--- src/rtl/rtciw_pkg.sv ---
package rtciw_pkg;

    localparam int NUM_EVT   = 2;
    localparam int EVT_ALARM = 0;
    localparam int EVT_TICK  = 1;

    typedef enum logic [1:0] {
        WK_AWAKE  = 2'd0,
        WK_ASLEEP = 2'd1,
        WK_WAKING = 2'd2
    } wk_state_t;

endpackage

--- src/rtl/rtciw_tick_div.sv ---
module rtciw_tick_div #(
    parameter int BASE_LOG2 = 7,
    parameter int SEL_W     = 3
) (
    input  logic             clk,
    input  logic             rst_n,
    input  logic             base_i,
    input  logic [SEL_W-1:0] sel_i,
    output logic             tick_o
);

    localparam logic [BASE_LOG2-1:0] CNT_ONE = BASE_LOG2'(1);

    logic [BASE_LOG2-1:0] cnt_q;
    logic [BASE_LOG2-1:0] mask;

    // low (BASE_LOG2 - sel) counter bits must all be ones for a tick
    always_comb begin
        mask = '0;
        for (int i = 0; i < BASE_LOG2; i++) begin
            if (i < BASE_LOG2 - int'(sel_i)) begin
                mask[i] = 1'b1;
            end
        end
    end

    always_ff @(posedge clk or negedge rst_n) begin
        if (!rst_n) begin
            cnt_q <= '0;
        end else if (base_i) begin
            cnt_q <= cnt_q + CNT_ONE;
        end
    end

    assign tick_o = base_i && ((cnt_q & mask) == mask);

    AST_TICK_NEEDS_BASE: assert property (@(posedge clk) disable iff (!rst_n)
        tick_o |-> base_i);
    AST_FULL_RATE_TICK: assert property (@(posedge clk) disable iff (!rst_n)
        (base_i && int'(sel_i) >= BASE_LOG2) |-> tick_o);

endmodule

--- src/rtl/rtciw_flags.sv ---
module rtciw_flags #(
    parameter int N = 2
) (
    input  logic         clk,
    input  logic         rst_n,
    input  logic [N-1:0] evt_i,
    input  logic         clr_wr_i,
    input  logic [N-1:0] clr_data_i,
    output logic [N-1:0] flag_o
);

    logic [N-1:0] flag_q;

    for (genvar g = 0; g < N; g++) begin : g_flag
        logic clr_hit;
        assign clr_hit = clr_wr_i && clr_data_i[g];

        always_ff @(posedge clk or negedge rst_n) begin
            if (!rst_n) begin
                flag_q[g] <= 1'b0;
            end else if (evt_i[g]) begin
                flag_q[g] <= 1'b1;
            end else if (clr_hit) begin
                flag_q[g] <= 1'b0;
            end
        end

        AST_EVENT_SETS_FLAG: assert property (@(posedge clk) disable iff (!rst_n)
            evt_i[g] |=> flag_q[g]);
        AST_CLEAR_DROPS_FLAG: assert property (@(posedge clk) disable iff (!rst_n)
            (clr_hit && !evt_i[g]) |=> !flag_q[g]);
        AST_FLAG_NO_SPONTANEOUS: assert property (@(posedge clk) disable iff (!rst_n)
            (!flag_q[g] && !evt_i[g]) |=> !flag_q[g]);
    end

    assign flag_o = flag_q;

endmodule

--- src/rtl/rtciw_wake_fsm.sv ---
module rtciw_wake_fsm
    import rtciw_pkg::*;
(
    input  logic clk,
    input  logic rst_n,
    input  logic pwr_down_i,
    input  logic alarm_i,
    input  logic tick_i,
    input  logic tick_wake_en_i,
    output logic wake_o
);

    wk_state_t state_q;
    wk_state_t state_d;
    logic      wake_evt;

    assign wake_evt = alarm_i || (tick_i && tick_wake_en_i);

    always_ff @(posedge clk or negedge rst_n) begin
        if (!rst_n) begin
            state_q <= WK_AWAKE;
        end else begin
            state_q <= state_d;
        end
    end

    always_comb begin
        state_d = state_q;
        unique case (state_q)
            WK_AWAKE: begin
                if (pwr_down_i) begin
                    state_d = wake_evt ? WK_WAKING : WK_ASLEEP;
                end
            end
            WK_ASLEEP: begin
                if (!pwr_down_i) begin
                    state_d = WK_AWAKE;
                end else if (wake_evt) begin
                    state_d = WK_WAKING;
                end
            end
            WK_WAKING: begin
                if (!pwr_down_i) begin
                    state_d = WK_AWAKE;
                end
            end
            default: state_d = WK_AWAKE;
        endcase
    end

    always_comb begin
        wake_o = (state_q == WK_WAKING);
    end

    AST_ALARM_WAKES: assert property (@(posedge clk) disable iff (!rst_n)
        (pwr_down_i && alarm_i) |=> wake_o);
    AST_TICK_NO_WAKE: assert property (@(posedge clk) disable iff (!rst_n)
        (state_q != WK_WAKING && !alarm_i && !tick_wake_en_i) |=> !wake_o);
    AST_WAKE_HOLDS: assert property (@(posedge clk) disable iff (!rst_n)
        (wake_o && pwr_down_i) |=> wake_o);
    AST_WAKE_RELEASE: assert property (@(posedge clk) disable iff (!rst_n)
        !pwr_down_i |=> !wake_o);

endmodule

--- src/rtl/rtc_evt_wake_ctrl.sv ---
module rtc_evt_wake_ctrl
    import rtciw_pkg::*;
#(
    parameter int BASE_LOG2 = 7,
    parameter int SEL_W     = 3
) (
    input  logic                 clk,
    input  logic                 rst_n,
    input  logic                 alarm_hit,
    input  logic                 base_pulse,
    input  logic [SEL_W-1:0]     tick_sel,
    input  logic [NUM_EVT-1:0]   irq_en,
    input  logic                 tick_wake_en,
    input  logic                 clr_wr,
    input  logic [NUM_EVT-1:0]   clr_data,
    input  logic                 pwr_down,
    output logic [NUM_EVT-1:0]   evt_flags,
    output logic                 irq,
    output logic                 wake_req
);

    logic               tick;
    logic [NUM_EVT-1:0] evt;

    rtciw_tick_div #(
        .BASE_LOG2 (BASE_LOG2),
        .SEL_W     (SEL_W)
    ) u_div (
        .clk    (clk),
        .rst_n  (rst_n),
        .base_i (base_pulse),
        .sel_i  (tick_sel),
        .tick_o (tick)
    );

    always_comb begin
        evt            = '0;
        evt[EVT_ALARM] = alarm_hit;
        evt[EVT_TICK]  = tick;
    end

    rtciw_flags #(.N(NUM_EVT)) u_flags (
        .clk        (clk),
        .rst_n      (rst_n),
        .evt_i      (evt),
        .clr_wr_i   (clr_wr),
        .clr_data_i (clr_data),
        .flag_o     (evt_flags)
    );

    assign irq = |(evt_flags & irq_en);

    rtciw_wake_fsm u_wake (
        .clk            (clk),
        .rst_n          (rst_n),
        .pwr_down_i     (pwr_down),
        .alarm_i        (alarm_hit),
        .tick_i         (tick),
        .tick_wake_en_i (tick_wake_en),
        .wake_o         (wake_req)
    );

    AST_IRQ_NEEDS_ENABLE: assert property (@(posedge clk) disable iff (!rst_n)
        (irq_en == '0) |-> !irq);
    AST_ALARM_FLAG_SET: assert property (@(posedge clk) disable iff (!rst_n)
        alarm_hit |=> evt_flags[EVT_ALARM]);

endmodule

--- config.mk ---
export PLATFORM = sky130hd
export DESIGN_NAME = rtc_evt_wake_ctrl
export DESIGN_NICKNAME = d
export VERILOG_FILES = /design/src/rtl/rtciw_pkg.sv /design/src/rtl/rtciw_tick_div.sv /design/src/rtl/rtciw_flags.sv /design/src/rtl/rtciw_wake_fsm.sv /design/src/rtl/rtc_evt_wake_ctrl.sv
export SDC_FILE = /design/constraint.sdc
export NUM_CORES = 1
export LEC_CHECK = 0
export ABC_CLOCK_PERIOD_IN_PS = 1200
export BUFFER_PORTS_ARGS = -buffer_cell sky130_fd_sc_hd__buf_2
export CORE_AREA = 5 5 42 44
export DETAILED_ROUTE_END_ITERATION = 12
export DIE_AREA = 0 0 47 49
export PLACE_DENSITY = 0.72
export SLEW_MARGIN = 5
export SYNTH_ARGS = -nofsm -noshare
export SYNTH_HDL_FRONTEND = slang
export SYNTH_HIERARCHICAL = 1
export SYNTH_SLANG_ARGS = --single-unit
export TNS_END_PERCENT = 10
--- constraint.sdc ---
create_clock -name clk -period 1.2 [get_ports clk]
set_input_delay 0.24 -clock clk [delete_from_list [all_inputs] [get_ports clk]]
set_output_delay 0.24 -clock clk [all_outputs]
set_load 0.02 [all_outputs]
==> results of run 1 <==
-- power by group through the flow --
| stage | logic [W] | clock network, W | registers (W) |
|---|---|---|---|
| 3_5_place_dp | 0.000605 | 0 | 0.000613 |
| 6_report | 0.000686 | 0.000251 | 0.000611 |
| 5_1_grt | 0.000755 | 0.000278 | 0.000626 |
| 2_1_floorplan | 0.000261 | 0 | 0.000656 |
| 3_3_place_gp | 0.000585 | 0 | 0.000609 |
| 4_1_cts | 0.000684 | 0.000257 | 0.000608 |
-- worst paths after layout --
kind,start,to,cells past startpoint
max in group asynchronous,rst_n,u_flags/flag_o[0],2
setup / recovery,u_div/cnt_q[4],u_wake/state_q[1],5
min in group asynchronous,rst_n,u_div/cnt_q[5],2
setup reg to reg,u_div/cnt_q[4],u_wake/state_q[1],5
hold reg to reg,u_wake/state_q[0],u_wake/state_q[1],1
hold / removal,alarm_hit,u_wake/state_q[0],2
-- routing by layer --
layer | GRT usage [%] | up-vias
li1 | - | 225
met1 | 14.4 | 219
met2 | 16.3 | 22
met3 | 2.21 | 4
met4 | 5.53 | 0
met5 | 0 | -
-- through the flow --
step	instance area, µm²	hold WS, ns	instances
final	763	0.163	93
after CTS	761	0.162	93
after detailed placement	693	0.123	86
after global routing	763	0.172	93
after global placement	693	0.118	86
after floorplan	520	-0.0556	44
-- state kept, by name, indices dropped and copies added (netlist names) --
register,flops
u_div/cnt_q,7
u_wake/state_q,2
u_flags/flag_o,2
-- area by class of cell --
type                            instances  area (µm²)
Inverter                                2        7.51
Sequential cell                        11         275
Timing Repair Buffer                   29         184
Fill cell                             140         638
Multi-Input combinational cell         31         250
Clock buffer                            4        26.3
Tap cell                               16        20.0
-- worst max-delay path, cell delays in order (launching register included) --
cell and delay [ns]:
sky130_fd_sc_hd__dfrtp_1 0.41, sky130_fd_sc_hd__a21o_2 0.20, sky130_fd_sc_hd__a31oi_1 0.15, sky130_fd_sc_hd__a211oi_2 0.09, sky130_fd_sc_hd__a211oi_1 0.28, sky130_fd_sc_hd__a211oi_1 0.07
-- kinds of logic (layout without fill, tap and decap cells) --
| logic type | Yosys count | count (layout) | synth area share (%) |
|---|---|---|---|
| flops | 11 | 11 | 54.1 |
| mux | 1 | 1 | 2.21 |
| xor+xnor | 6 | 6 | 10.3 |
| simple gates | 11 | 11 | 9.58 |
| fa+ha+maj | 1 | 1 | 2.46 |
| buf+inv | 2 | 35 | 1.47 |
| compound gates | 12 | 12 | 19.9 |
-- what timing repair did --
action	CTS	global route
pin swaps	3	0
resized for setup	2	1
hold buffers	1	0
endpoints found under the hold margin	11	0
buffers inserted	2	0
endpoints found under the setup margin	6	6
-- layout by cell type (no fill, tap or decap), types with 2 or more instances in the layout --
cell type,Yosys,routed
sky130_fd_sc_hd__a22o_1,2,2
sky130_fd_sc_hd__nand2_1,6,6
sky130_fd_sc_hd__nand4_1,2,2
sky130_fd_sc_hd__buf_2,0,16
sky130_fd_sc_hd__clkbuf_4,0,3
sky130_fd_sc_hd__xor2_1,3,3
sky130_fd_sc_hd__a21o_1,2,2
sky130_fd_sc_hd__a211oi_1,3,2
sky130_fd_sc_hd__nor2_1,2,2
sky130_fd_sc_hd__dfrtp_1,11,11
sky130_fd_sc_hd__xnor2_1,3,3
sky130_fd_sc_hd__inv_1,2,2
sky130_fd_sc_hd__buf_4,0,11
==> qor.json, run 1 <==
{
  "grt_usage": {"value": 10.9, "unit": "%"},
  "worst-slew-pin-transition": {"value": 0.298, "unit": "ns"},
  "met1Wirelength": {"value": 484, "unit": "µm"},
  "power.total": {"value": 0.00155, "unit": "W"},
  "io_pins": {"value": 18},
  "run_status": {"value": "finished with violations"},
  "global_route.overflow_total": {"value": 0},
  "synth_top_cells_by_count": {"value": "11 x sky130_fd_sc_hd__dfrtp_1, 6 x sky130_fd_sc_hd__nand2_1, 3 x sky130_fd_sc_hd__a211oi_1, 3 x sky130_fd_sc_hd__xnor2_1, 3 x sky130_fd_sc_hd__xor2_1"},
  "gp_congestion": {"value": 0.820},
  "clk_path_buf_depth": {"value": 2},
  "tritoncts": {"value": "yes"},
  "detailedRoute.firstPassIterationCount": {"value": 4},
  "htree_num_levels": {"value": 1},
  "worst-r2r-setup-slack": {"value": -0.12, "unit": "ns"},
  "number_of_enable_flip_flop_cells_after_synthesis": {"value": 0},
  "finalWorstPathRequiredPeriod": {"value": 1.32, "unit": "ns"},
  "synth_area_leaders": {"value": "sky130_fd_sc_hd__dfrtp_1 54%, sky130_fd_sc_hd__xnor2_1 5.2%, sky130_fd_sc_hd__xor2_1 5.2%"},
  "achievable-frequency": {"value": 756, "unit": "MHz"},
  "die-height": {"value": 49, "unit": "µm"},
  "grt_first_pass_wirelength": {"value": 1.84, "unit": "mm"},
  "synth_unique_cells": {"value": 18},
  "grt_setup_unrepaired": {"value": "true"},
  "clock-sinks": {"value": 11},
  "total_switching_power": {"value": 0.000517, "unit": "W"},
  "detailedPlace.worstSlack": {"value": -0.124, "unit": "ns"},
  "starting_density_of_the_core": {"value": 36.3, "unit": "%"},
  "dieArea": {"value": 2300, "unit": "µm²"},
  "crit_type": {"value": "flop to flop"},
  "uppermost_routed_layer": {"value": "met4"},
  "seq_area_frac_synth": {"value": 54.1, "unit": "%"},
  "numCtsBuffers": {"value": 3},
  "drive_above_1_share": {"value": 48.1, "unit": "%"},
  "synthesis.nets": {"value": 59},
  "cp-start-kind": {"value": "flop"},
  "first_iter_violations": {"value": 8},
  "yosysWarnings": {"value": 6},
  "smallest_setup_slack_after_layout": {"value": -0.123, "unit": "ns"},
  "cts_root_buf": {"value": "sky130_fd_sc_hd__clkbuf_4"},
  "postLayoutCoreUtil": {"value": 54.5, "unit": "%"},
  "post_synth_instance_area": {"value": 509, "unit": "µm²"},
  "drv_cap": {"value": 0},
  "antenna_cells": {"value": 0},
  "headroom_to_the_max_slew_limit": {"value": 80.1, "unit": "%"},
  "hold_viol_final": {"value": 0},
  "synth.top_cell.area_share": {"value": 54.1, "unit": "%"},
  "ys_seq_elements": {"value": 11},
  "grt_antenna_before_repair": {"value": 0},
  "synthDominantAreaCellType": {"value": "sky130_fd_sc_hd__dfrtp_1"},
  "core_area": {"value": 1400, "unit": "µm²"},
  "wl_met3": {"value": 118, "unit": "µm"},
  "syn_avg_cell_area": {"value": 11.6, "unit": "µm²"},
  "power.share.combinational": {"value": 44.3, "unit": "%"},
  "worst_clock_skew": {"value": 0.00593, "unit": "ns"},
  "irDropWorstVdd": {"value": 0.999, "unit": "mV"},
  "intPower": {"value": 0.00103, "unit": "W"},
  "cellPowerDensity": {"value": 2030, "unit": "nW/µm²"},
  "num_vias": {"value": 470},
  "cp_data_arrival_time": {"value": 1.47, "unit": "ns"},
  "endpoint_kind": {"value": "flop"},
  "die_width": {"value": 47, "unit": "µm"},
  "seq_power_share": {"value": 39.5, "unit": "%"},
  "syn2layout_area_growth": {"value": 49.9, "unit": "%"},
  "slew_viol_final": {"value": 0},
  "post-synth-top-count-cell": {"value": "sky130_fd_sc_hd__dfrtp_1"},
  "crit_fanout": {"value": 3},
  "clock_insertion_delay_worst_skew": {"value": 0.27, "unit": "ns"},
  "final_net_count": {"value": 93},
  "static-leakage-power": {"value": 0.382, "unit": "nW"},
  "power.share.switching": {"value": 33.4, "unit": "%"},
  "route.antenna.remaining_nets": {"value": 0},
  "ys_dominant_reg_cell": {"value": "sky130_fd_sc_hd__dfrtp_1"},
  "finalWirelength": {"value": 1.16, "unit": "mm"},
  "placement_rows": {"value": 14},
  "met2WireLength": {"value": 542, "unit": "µm"},
  "drc_errors": {"value": 0},
  "report.final.setup_viol": {"value": 5},
  "fin_tns_setup": {"value": -0.300, "unit": "ns"},
  "maximum_number_of_pins_on_one_net_before_global_route_repair": {"value": 12},
  "detailed_place_hpwl": {"value": 878, "unit": "µm"},
  "clock_power_share": {"value": 16.2, "unit": "%"},
  "postSynth.asyncResetShare": {"value": 100, "unit": "%"},
  "first_global_vias": {"value": 453},
  "io_buffers": {"value": 17},
  "post_synth_inst_count": {"value": 44},
  "worstHoldPathType": {"value": "primary input to flop"},
  "worst_ep_required_time": {"value": 1.35, "unit": "ns"},
  "routed_via_density": {"value": 5.05},
  "fin_crit_sh": {"value": 110, "unit": "%"},
  "clk_pin_slew": {"value": 0.07, "unit": "ns"},
  "failed_checks": {"value": "negative setup slack"},
  "routed_wire_per_std_cell": {"value": 12.5, "unit": "µm"}
}
(Power assumes the default switching activity.)
==> inputs of run 2 (changes only) <==
--- a/config.mk
+++ b/config.mk
@@ -7,10 +7,12 @@
 export LEC_CHECK = 0
 export ABC_CLOCK_PERIOD_IN_PS = 1200
 export BUFFER_PORTS_ARGS = -buffer_cell sky130_fd_sc_hd__buf_2
-export CORE_AREA = 5 5 42 44
+export CELL_PAD_IN_SITES_DETAIL_PLACEMENT = 1
+export CELL_PAD_IN_SITES_GLOBAL_PLACEMENT = 2
+export CORE_MARGIN = 5
+export CORE_UTILIZATION = 25
 export DETAILED_ROUTE_END_ITERATION = 12
-export DIE_AREA = 0 0 47 49
-export PLACE_DENSITY = 0.72
+export PLACE_DENSITY = 0.75
 export SLEW_MARGIN = 5
 export SYNTH_ARGS = -nofsm -noshare
 export SYNTH_HDL_FRONTEND = slang
==> qor.json, run 2 (synthesis gave the netlist of run 1 again) <==
{
  "headroom_to_the_max_slew_limit": {"value": 81.3, "unit": "%"},
  "die-height": {"value": 55.1, "unit": "µm"},
  "numCtsBuffers": {"value": 3},
  "met1Wirelength": {"value": 603, "unit": "µm"},
  "cp_top_family": {"value": "compound AO/OA/AOI/OAI gates"},
  "routed_wire_per_std_cell": {"value": 12.4, "unit": "µm"},
  "htree_num_levels": {"value": 1},
  "detailedPlace.worstSlack": {"value": -0.142, "unit": "ns"},
  "power.share.combinational": {"value": 48.2, "unit": "%"},
  "grt_antenna_before_repair": {"value": 0},
  "intPower": {"value": 0.00110, "unit": "W"},
  "run_status": {"value": "finished with violations"},
  "cpPeakStageDelay": {"value": 0.38, "unit": "ns"},
  "finalWirelength": {"value": 1.32, "unit": "mm"},
  "starting_density_of_the_core": {"value": 26.2, "unit": "%"},
  "cts_root_buf": {"value": "sky130_fd_sc_hd__clkbuf_4"},
  "dpl.cell_count": {"value": 98},
  "final_cell_mix": {"value": "16 x sky130_fd_sc_hd__buf_2, 12 x sky130_fd_sc_hd__buf_4, 11 x sky130_fd_sc_hd__dfrtp_1"},
  "met2WireLength": {"value": 647, "unit": "µm"},
  "cp_cell_sequence": {"value": "o21a_1 -> o221ai_2 -> a211oi_4 -> a211oi_2 -> a211oi_2"},
  "clock-sinks": {"value": 11},
  "detailed_place_hpwl": {"value": 1.05, "unit": "mm"},
  "first_iter_violations": {"value": 6},
  "grt_first_pass_wirelength": {"value": 2.10, "unit": "mm"},
  "grt_setup_unrepaired": {"value": "true"},
  "worst-slew-pin-transition": {"value": 0.281, "unit": "ns"},
  "clock_power_share": {"value": 15.4, "unit": "%"},
  "core_area": {"value": 1940, "unit": "µm²"},
  "crit_buf_inv": {"value": 0},
  "syn2layout_area_growth": {"value": 63.4, "unit": "%"},
  "max_flop_register": {"value": "u_div/cnt_q"},
  "power.share.switching": {"value": 34.2, "unit": "%"},
  "crit_fanout": {"value": 3},
  "wl_met3": {"value": 68, "unit": "µm"},
  "crit_type": {"value": "flop to flop"},
  "cellPowerDensity": {"value": 2010, "unit": "nW/µm²"},
  "irDropWorstVdd": {"value": 0.944, "unit": "mV"},
  "route.antenna.remaining_nets": {"value": 0},
  "endpoint_kind": {"value": "flop"},
  "failed_checks": {"value": "negative setup slack"},
  "report.final.setup_viol": {"value": 6},
  "worstHoldPathType": {"value": "primary input to flop"},
  "detailedRoute.firstPassIterationCount": {"value": 4},
  "first_global_vias": {"value": 495},
  "largest_register_ffs": {"value": 7},
  "clk_path_buf_depth": {"value": 2},
  "cp-start-kind": {"value": "flop"},
  "drv_cap": {"value": 0},
  "drive_above_1_share": {"value": 53.2, "unit": "%"},
  "achievable-frequency": {"value": 760, "unit": "MHz"},
  "io_pins": {"value": 18},
  "smallest_setup_slack_after_layout": {"value": -0.115, "unit": "ns"},
  "grt_usage": {"value": 9.81, "unit": "%"},
  "finalWorstPathRequiredPeriod": {"value": 1.32, "unit": "ns"},
  "num_vias": {"value": 459},
  "hold_viol_final": {"value": 0},
  "drc_errors": {"value": 0},
  "antenna_cells": {"value": 0},
  "worst_clock_skew": {"value": 0.00471, "unit": "ns"},
  "dieArea": {"value": 3040, "unit": "µm²"},
  "die_width": {"value": 55.1, "unit": "µm"},
  "cp_data_arrival_time": {"value": 1.49, "unit": "ns"},
  "power.total": {"value": 0.00167, "unit": "W"},
  "slew_viol_final": {"value": 0},
  "gp_congestion": {"value": 0.702},
  "critPathSlowestCell": {"value": "sky130_fd_sc_hd__dfrtp_1"},
  "placement_rows": {"value": 16},
  "static-leakage-power": {"value": 0.401, "unit": "nW"},
  "worst_ep_required_time": {"value": 1.38, "unit": "ns"},
  "post_layout_nonfiller_instances": {"value": 106},
  "seq_power_share": {"value": 36.4, "unit": "%"},
  "routed_via_density": {"value": 4.33},
  "maximum_number_of_pins_on_one_net_before_global_route_repair": {"value": 12},
  "total_switching_power": {"value": 0.000572, "unit": "W"},
  "io_buffers": {"value": 17},
  "tritoncts": {"value": "yes"},
  "uppermost_routed_layer": {"value": "met3"},
  "global_route.overflow_total": {"value": 0},
  "clk_pin_slew": {"value": 0.08, "unit": "ns"},
  "clock_insertion_delay_worst_skew": {"value": 0.26, "unit": "ns"},
  "final_net_count": {"value": 95},
  "layout.cells.most_common": {"value": "sky130_fd_sc_hd__buf_2"},
  "fin_crit_sh": {"value": 110, "unit": "%"},
  "path_common_cell": {"value": "sky130_fd_sc_hd__a211oi_2"}
}
run 2: cell types whose count changed in the layout (fill, tap and decap cells not counted), sizes merged:
cell  delta
buf      +2
run 2: timing repair:
action,in CTS,in global routing
resized for setup,1,9
pin swaps,1,5
hold buffers,1,0
cloned,0,0
endpoints found under the setup margin,6,7
buffers inserted,2,1
hold endpoints to repair,11,0
run 2: worst register-to-register path, cell delays in order, from the launching register on:
cell	delay (ns)
sky130_fd_sc_hd__dfrtp_1	0.38
sky130_fd_sc_hd__o21a_1	0.15
sky130_fd_sc_hd__o221ai_2	0.11
sky130_fd_sc_hd__a211oi_4	0.29
sky130_fd_sc_hd__a211oi_2	0.12
sky130_fd_sc_hd__a211oi_2	0.19
run 2: power groups by stage:
stage	registers, W	clock network (W)	logic [W]
finish	0.000608	0.000258	0.000806
global route	0.000627	0.000289	0.000872
CTS	0.000602	0.000264	0.000655
detailed placement	0.000612	0	0.000613
global placement	0.000613	0	0.000604
floorplan	0.000656	0	0.000261
run 2: final timing paths:
path                                         from                end  slack, ns  depth (start not counted)
worst max-delay path               u_div/cnt_q[2]  u_wake/state_q[1]      -0.12                          5
worst min-delay path                 tick_wake_en  u_wake/state_q[0]       0.19                          2
worst max register to register     u_div/cnt_q[2]  u_wake/state_q[1]      -0.12                          5
worst min register to register  u_wake/state_q[0]  u_wake/state_q[1]       0.49                          1
max in group asynchronous                   rst_n  u_wake/state_q[0]       0.62                          2
min in group asynchronous                   rst_n     u_div/cnt_q[0]       0.37                          2
run 2: final cells by class:
class | count | area [µm²]
sequential | 11 | 275
multi-input combinational | 31 | 287
inverter | 2 | 7.51
clock buffer | 4 | 26.3
timing repair buffer | 31 | 203
fill | 230 | 1110
tap | 27 | 33.8
run 2: stage by stage:
step	instance area, µm²	hold slack, ns	TNS (ns)	utilization [%]
2_1_floorplan	520	-0.0556	-0.0338	-
3_3_place_gp	714	0.130	-0.157	36.8
3_5_place_dp	714	0.130	-0.289	36.8
4_1_cts	768	0.174	-0.446	39.6
5_1_grt	832	0.188	-0.740	42.8
6_report	832	0.193	-0.350	42.8
run 2: per-layer routing:
layer,up-vias,GRT usage [%]
met2,9,15.0
met3,0,3.49
li1,228,-
met5,-,0
met1,222,12.7
met4,0,3.64
